[src/rtl/gpio_regbank_pkg.sv]
package gpio_regbank_pkg;

   // Word offsets of the register bank; the order fixes the override priority.
   typedef enum logic [1:0] {
      OFS_DATA  = 2'd0,
      OFS_SET   = 2'd1,
      OFS_CLEAR = 2'd2,
      OFS_NONE  = 2'd3
   } gpio_ofs_e;

   localparam int unsigned OFS_BITS = 2;

   function automatic bit legal_width(input int unsigned w);
      return (w == 8) || (w == 16) || (w == 32) || (w == 64);
   endfunction

endpackage

[src/rtl/gpio_sync.sv]
module gpio_sync #(
   parameter int unsigned WIDTH  = 8,
   parameter int unsigned STAGES = 2
) (
   input  logic             clk,
   input  logic             rst_n,
   input  logic [WIDTH-1:0] async_i,
   output logic [WIDTH-1:0] sync_o
);

   localparam int unsigned LAST = STAGES - 1;

   if (STAGES < 2) begin : g_bad_stages
      $error("gpio_sync: STAGES must be at least 2");
   end

   logic [WIDTH-1:0] chain_q [STAGES];

   always_ff @(posedge clk or negedge rst_n) begin
      if (!rst_n) begin
         for (int s = 0; s < int'(STAGES); s++) chain_q[s] <= '0;
      end else begin
         chain_q[0] <= async_i;
         for (int s = 1; s < int'(STAGES); s++) chain_q[s] <= chain_q[s-1];
      end
   end

   assign sync_o = chain_q[LAST];

endmodule

[src/rtl/gpio_bitmap.sv]
module gpio_bitmap #(
   parameter int unsigned WIDTH   = 8,
   parameter bit          REVERSE = 1'b0
) (
   input  logic [WIDTH-1:0] src_i,
   output logic [WIDTH-1:0] dst_o
);

   localparam int unsigned TOP = WIDTH - 1;

   if (REVERSE) begin : g_rev
      for (genvar i = 0; i < int'(WIDTH); i++) begin : g_bit
         assign dst_o[i] = src_i[TOP-i];
      end
   end else begin : g_fwd
      assign dst_o = src_i;
   end

endmodule

[src/rtl/gpio_datareg.sv]
module gpio_datareg #(
   parameter int unsigned WIDTH      = 8,
   parameter bit          HAS_SETCLR = 1'b1
) (
   input  logic             clk,
   input  logic             rst_n,
   input  logic             wr_data_i,
   input  logic             wr_set_i,
   input  logic             wr_clr_i,
   input  logic [WIDTH-1:0] wdata_i,
   output logic [WIDTH-1:0] data_o
);

   logic [WIDTH-1:0] data_q;
   logic [WIDTH-1:0] data_d;

   if (HAS_SETCLR) begin : g_strobes
      // Later offset wins when more than one strobe is seen in a cycle.
      always_comb begin
         data_d = data_q;
         if (wr_data_i) data_d = wdata_i;
         if (wr_set_i)  data_d = data_q | wdata_i;
         if (wr_clr_i)  data_d = data_q & ~wdata_i;
      end
   end else begin : g_plain
      logic unused_strobes;
      assign unused_strobes = wr_set_i ^ wr_clr_i;
      always_comb begin
         data_d = data_q;
         if (wr_data_i) data_d = wdata_i;
      end
   end

   always_ff @(posedge clk or negedge rst_n) begin
      if (!rst_n) data_q <= '0;
      else        data_q <= data_d;
   end

   assign data_o = data_q;

endmodule

[src/rtl/gpio_regbank.sv]
module gpio_regbank
   import gpio_regbank_pkg::*;
#(
   parameter int unsigned REG_W         = 8,
   parameter int unsigned ADDR_W        = 2,
   parameter bit          HAS_SETCLR    = 1'b1,
   parameter bit          REVERSE_ORDER = 1'b0,
   parameter int unsigned SYNC_STAGES   = 2
) (
   input  logic              clk,
   input  logic              rst_n,
   input  logic [ADDR_W-1:0] bus_addr,
   input  logic              bus_we,
   input  logic [REG_W-1:0]  bus_wdata,
   output logic [REG_W-1:0]  bus_rdata,
   input  logic [REG_W-1:0]  gpio_in,
   output logic [REG_W-1:0]  gpio_out
);

   localparam int unsigned HI_BITS = ADDR_W - OFS_BITS;

   // only the four register widths are legal
   if (!legal_width(REG_W)) begin : g_bad_width
      $error("gpio_regbank: REG_W must be 8, 16, 32 or 64");
   end
   if (ADDR_W < OFS_BITS) begin : g_bad_addr
      $error("gpio_regbank: ADDR_W too small for the register bank");
   end

   // Address decode: upper address bits must be zero to hit the bank.
   logic      hit;
   gpio_ofs_e ofs;

   if (HI_BITS > 0) begin : g_hi
      assign hit = (bus_addr[ADDR_W-1:OFS_BITS] == '0);
   end else begin : g_nohi
      assign hit = 1'b1;
   end
   assign ofs = gpio_ofs_e'(bus_addr[OFS_BITS-1:0]);

   logic wr_data, wr_set, wr_clr;
   assign wr_data = bus_we && hit && (ofs == OFS_DATA);
   assign wr_set  = bus_we && hit && (ofs == OFS_SET);
   assign wr_clr  = bus_we && hit && (ofs == OFS_CLEAR);

   logic [REG_W-1:0] data_reg;

   gpio_datareg #(
      .WIDTH      (REG_W),
      .HAS_SETCLR (HAS_SETCLR)
   ) u_datareg (
      .clk       (clk),
      .rst_n     (rst_n),
      .wr_data_i (wr_data),
      .wr_set_i  (wr_set),
      .wr_clr_i  (wr_clr),
      .wdata_i   (bus_wdata),
      .data_o    (data_reg)
   );

   // Register bits to pins
   gpio_bitmap #(
      .WIDTH   (REG_W),
      .REVERSE (REVERSE_ORDER)
   ) u_map_out (
      .src_i (data_reg),
      .dst_o (gpio_out)
   );

   // Pins to synchronizer to register bits
   logic [REG_W-1:0] pins_sync;
   logic [REG_W-1:0] pins_bits;

   gpio_sync #(
      .WIDTH  (REG_W),
      .STAGES (SYNC_STAGES)
   ) u_sync (
      .clk     (clk),
      .rst_n   (rst_n),
      .async_i (gpio_in),
      .sync_o  (pins_sync)
   );

   gpio_bitmap #(
      .WIDTH   (REG_W),
      .REVERSE (REVERSE_ORDER)
   ) u_map_in (
      .src_i (pins_sync),
      .dst_o (pins_bits)
   );

   // Read mux: strobe registers and the spare offset read as zero
   always_comb begin
      bus_rdata = '0;
      if (hit && (ofs == OFS_DATA)) bus_rdata = pins_bits;
   end

endmodule

[config.mk]
export PLATFORM = sky130hd
export DESIGN_NAME = gpio_regbank
export DESIGN_NICKNAME = d
export VERILOG_FILES = /design/src/rtl/gpio_regbank_pkg.sv /design/src/rtl/gpio_sync.sv /design/src/rtl/gpio_bitmap.sv /design/src/rtl/gpio_datareg.sv /design/src/rtl/gpio_regbank.sv
export SDC_FILE = /design/constraint.sdc
export NUM_CORES = 1
export LEC_CHECK = 0
export BUFFER_PORTS_ARGS = -buffer_cell sky130_fd_sc_hd__buf_2
export CORE_UTILIZATION = 35
export DETAILED_ROUTE_END_ITERATION = 10
export GPL_ROUTABILITY_DRIVEN = 0
export SYNTH_ARGS = -nofsm -noshare
export SYNTH_HDL_FRONTEND = slang
export SYNTH_HIERARCHICAL = 1
export SYNTH_SLANG_ARGS = --single-unit
[constraint.sdc]
create_clock -name clk -period 1.7 [get_ports clk]
set_clock_uncertainty 0.15 [all_clocks]
set_input_delay 0 -clock clk [delete_from_list [all_inputs] [get_ports clk]]
set_output_delay 0 -clock clk [all_outputs]
set_load 0.01 [all_outputs]
Word-level counts from Yosys, hierarchy flattened. Cells that the tools add are included.

Equal/unequal tests: 2. Mux-type cells: 4. Bitwise gates (word level): 3. Reductions and logical operators: 5.

Operators with widths (count): 8-bit two-way mux (4); 8-bit bitwise AND (1); 8-bit NOT (1); 8-bit OR (1); 1-bit logical AND (3); 3-bit nonzero test (1); 2-bit by 1-bit equality test with 1-bit output, second input constant (1); 2-bit equality test, second input constant (1); 2-bit logical NOT (1).

Flip-flop bits (word level): 24. Bits of input ports: 21. Output and inout port bits: 16. Word-level logic and storage cells: 17.

Longest topological paths before layout.
Word-level depth: 5. Mapped depth: 7. Gate-level depth less buffers: 4.

Modules after synthesis. Netlist, hierarchy kept.

Modules (own cells, without submodules): gpio_datareg (instances 1, cells an instance 49, area each 520.5 um^2, seq. area each 200.2 um^2); gpio_sync (instances 1, cells an instance 24, area each 460.4 um^2, seq. area each 400.4 um^2); gpio_regbank (instances 1, cells an instance 13, area each 152.6 um^2, seq. area each 0.0 um^2); gpio_bitmap (instances 2, cells an instance 8, area each 60.1 um^2, seq. area each 0.0 um^2).

Least setup slack after synthesis. OpenSTA, ideal clock, no wires.

Kind: in2reg. Start: input port bus_addr[0]. End: register u_datareg.data_q[2], in the netlist u_datareg/data_o[2]. Library setup time: 124 ps. Arrival: 948 ps. Required time: 1426 ps. Path slack: 478 ps. Stages: 6. Path buffers: 2. Path through: buf_6 nor3b_2 nand2b_4 buf_12 nor3_2 nor3_2.

Elaborated cells between the ends (all ways): 9. Those cells by class: eq/ne (2); mux (2); reduce/logical (5).

RTL lines: start: declaration (RTL line gpio_regbank.sv:12) `input logic [ADDR_W-1:0] bus_addr,`; 2-bit logical NOT (RTL line gpio_regbank.sv:42) `assign wr_data = bus_we && hit && (ofs == OFS_DATA);`; 1-bit logical AND (RTL line gpio_regbank.sv:42); net wr_data (RTL line gpio_regbank.sv:41) `logic wr_data, wr_set, wr_clr;`; 3-bit nonzero test (no line); end signal: assignment (RTL line gpio_datareg.sv:36) `else data_q <= data_d;`; end: declaration (RTL line gpio_datareg.sv:14) `logic [WIDTH-1:0] data_q;`.

The timed path passes the listed nets, and every way through them passes these cells. A chain may end at the register's enable or synchronous reset.

Worst setup path in the final report.
Start: register u_sync.chain_q, in the netlist u_sync/sync_o[5]. End: output port bus_rdata[5].

Word-level cells in the longest chain between the ends: 1.

Ends and longest elaborated chain: start: declaration (RTL line gpio_sync.sv:17) `logic [WIDTH-1:0] chain_q [STAGES];`; 8-bit two-way mux (RTL line gpio_regbank.sv:95) `if (hit && (ofs == OFS_DATA)) bus_rdata = pins_bits;`; end: declaration (RTL line gpio_regbank.sv:15) `output logic [REG_W-1:0] bus_rdata,`.

No other way between the ends.

==> results.yml <==
detailed_routing:
  drc: 0
  firstDrtPassIters: 4
  vias_per_cell: 4.397
  wl_per_cell_um: 11.49
  drt_iter0_markers: 10
  vias: 787
  antenna_left: 0
  routed_wirelength_um: 2057
timing:
  relSlewSlack_pct: 65.68
  setup_ws_ns: 0.5694
  hold_viol_final: 0
  rsz0062_at_grt: "false"
  tightest_slew_ns: 0.5148
  finalSetupViolCount: 0
  report.final.slew_viol_count: 0
  fin_crit_ns: 1.131
  tns_ns: 0
  clock.fmax_mhz: 884.5
  post-route-period-util_pct: 66.50
critical_path:
  critPathLaunch: "u_sync/sync_o[5]"
  crit_end: "bus_rdata[5]"
  cp-end-kind: "primary output"
  crit_slowest_cell: "dfrtp_1"
  cp.arrival_ns: 0.98
  crit_required_ns: 1.55
  crit_path_max_fanout: 1
  start_kind: "flop"
  criticalPathCategory: "flop to primary output"
  r2r_start: "u_datareg/data_o[0]"
  rr_worst_depth: 2
  rrSetupSlack_ns: 0.73
  r2r_end: "u_datareg/data_o[0]"
  max_stage_delay_ns: 0.38
  crit_chain: "nor3b_2 -> buf_2"
global_routing:
  grt_pass1_wl_um: 3284
  antenna_found_initial: 0
  grtUsageTotal_pct: 12.30
  grt_max_degree: 25
  globalRoute.totalOverflow: 0
  grt_pass1_vias: 731
cells_and_area:
  area_delta_synth_final_pct: 18.96
  final_cell_mix: "buf_2 (36), dfrtp_1 (24), dlygate4sd3_1 (17)"
  n_fill_cell: 332
  design_area_um2: 1491
  layout_commonest_cell: "buf_2"
  antenna_cells: 0
  nets: 155
  drive_gt1_share_pct: 52.63
synth:
  syn_nets: 123
  synthCells: 102
  ys_seq_elements: 24
  syn_avg_cell_area_um2: 12.29
  yosys_warnings: 6
  yosysUniqueCellTypes: 14
  syn-cell-area_um2: 1254
  ys_seq_area_share_pct: 47.90
clocking:
  clk_latency_ns: 0.30
  cts_buffer_depth: 2
  cts-root-buf: "clkbuf_4"
  clkTransAtPathRegs_ns: 0.12
  cts_tree: "built"
  cts_buffers: 3
  htree_levels: 1
  clkSinkCount: 24
job:
  cap_violations: 0
floorplanning:
  fp.coreArea_um2: 3390
  dieArea_um2: 3825
  rows: 21
  floorplan.initialDensity_pct: 36.99
  die_width_um: 61.85
  ios: 37
  fp.dieH_um: 61.85
placement:
  place_ws_ns: 0.3053
  portBuffers: 36
  dp_hpwl_um: 1463
  dpl-instance-area_um2: 1269
power:
  ir_drop_mv: 0.3721
  total_leakage_power_nw: 0.6886
  p_per_area_nw_per_um2: 851.6
run_status:
  status: "completed"
min_path:
  hp-class: "input port to async pin"
state kept, by name, summed over array words and instances (netlist names):
signal,cells
u_datareg/data_o,8
u_sync/chain_q,8
u_sync/sync_o,8
worst max-delay path, delay by kind of cell, from the launching register on:
kind | cells | cell delay [ns]
buf+inv | 1 | 0.15
simple gates | 1 | 0.15
flops | 1 | 0.38
how the worst min path moves through the flow:
stage                start                  end  depth (start not counted)
global route        bus_we  u_datareg/data_o[5]                          3
floorplan            rst_n  u_datareg/data_o[0]                          0
detailed placement   rst_n   u_sync/chain_q[13]                          1
finish               rst_n   u_sync/chain_q[10]                          2
global placement     rst_n   u_sync/chain_q[10]                          1
CTS                 bus_we  u_datareg/data_o[5]                          3
report_power, final:
part           internal [mW]  total (mW)  switching (mW)
Combinational          0.112       0.229           0.118
Clock                  0.238       0.399           0.161
Sequential             0.618       0.642          0.0238
Total                  0.968        1.27           0.302
synth_stat cells:
cell | n | share of area, %
buf_4 | 24 | 14
a21oi_1 | 2 | 0.80
nand2b_4 | 1 | 1.1
a211oi_2 | 2 | 2.0
or2_2 | 1 | 0.50
buf_6 | 4 | 3.6
nand2_1 | 6 | 1.8
and3b_1 | 2 | 1.4
dfrtp_1 | 24 | 48
nor3_1 | 6 | 2.4
nor3_2 | 14 | 11
o21ai_0 | 6 | 2.4
nor3b_2 | 9 | 9.0
buf_12 | 1 | 1.6
metrics by stage:
step	hold slack [ns]	instances	utilization [%]	power (mW)
6_report	0.03608	179	44.00	1.270
5_1_grt	0.03856	179	44.00	1.339
3_5_place_dp	-0.1420	158	37.43	0.8546
3_3_place_gp	-0.1495	158	37.43	0.8471
4_1_cts	0.02549	179	44.00	1.292
2_1_floorplan	-0.4456	102	-	0.8340
cells by family (layout without fill, tap and decap cells):
kind of cell,Yosys count,count (layout),synth area share [%]
DFF,24,24,47.90
AOI/OAI and AO/OA,10,10,5.189
buffers and inverters,29,60,19.56
and+or+nand+nor,39,39,27.35
per-layer routing:
layer	vias up	part of all wire [%]	global-route usage, %
li1	385	-	-
met1	384	44	16.36
met2	16	51	18.28
met3	2	3.2	2.692
met4	0	1.3	7.619
met5	-	0	0
what timing repair did:
item / in CTS / in global routing
endpoints found under the hold margin: 40 / 0
hold buffers: 17 / 0
resized for setup: 0 / 0
buffers inserted: 0 / 0
final cells by class:
class	count	area, um^2	share of cell area (%)
sequential	24	600.6	40.27
multi-input combinational	49	407.9	27.35
timing repair buffer	56	372.9	25.00
tap	46	57.56	3.859
clock inverter	1	30.03	2.013
clock buffer	3	22.52	1.510
Note: power is estimated with default switching activity, not from simulation.
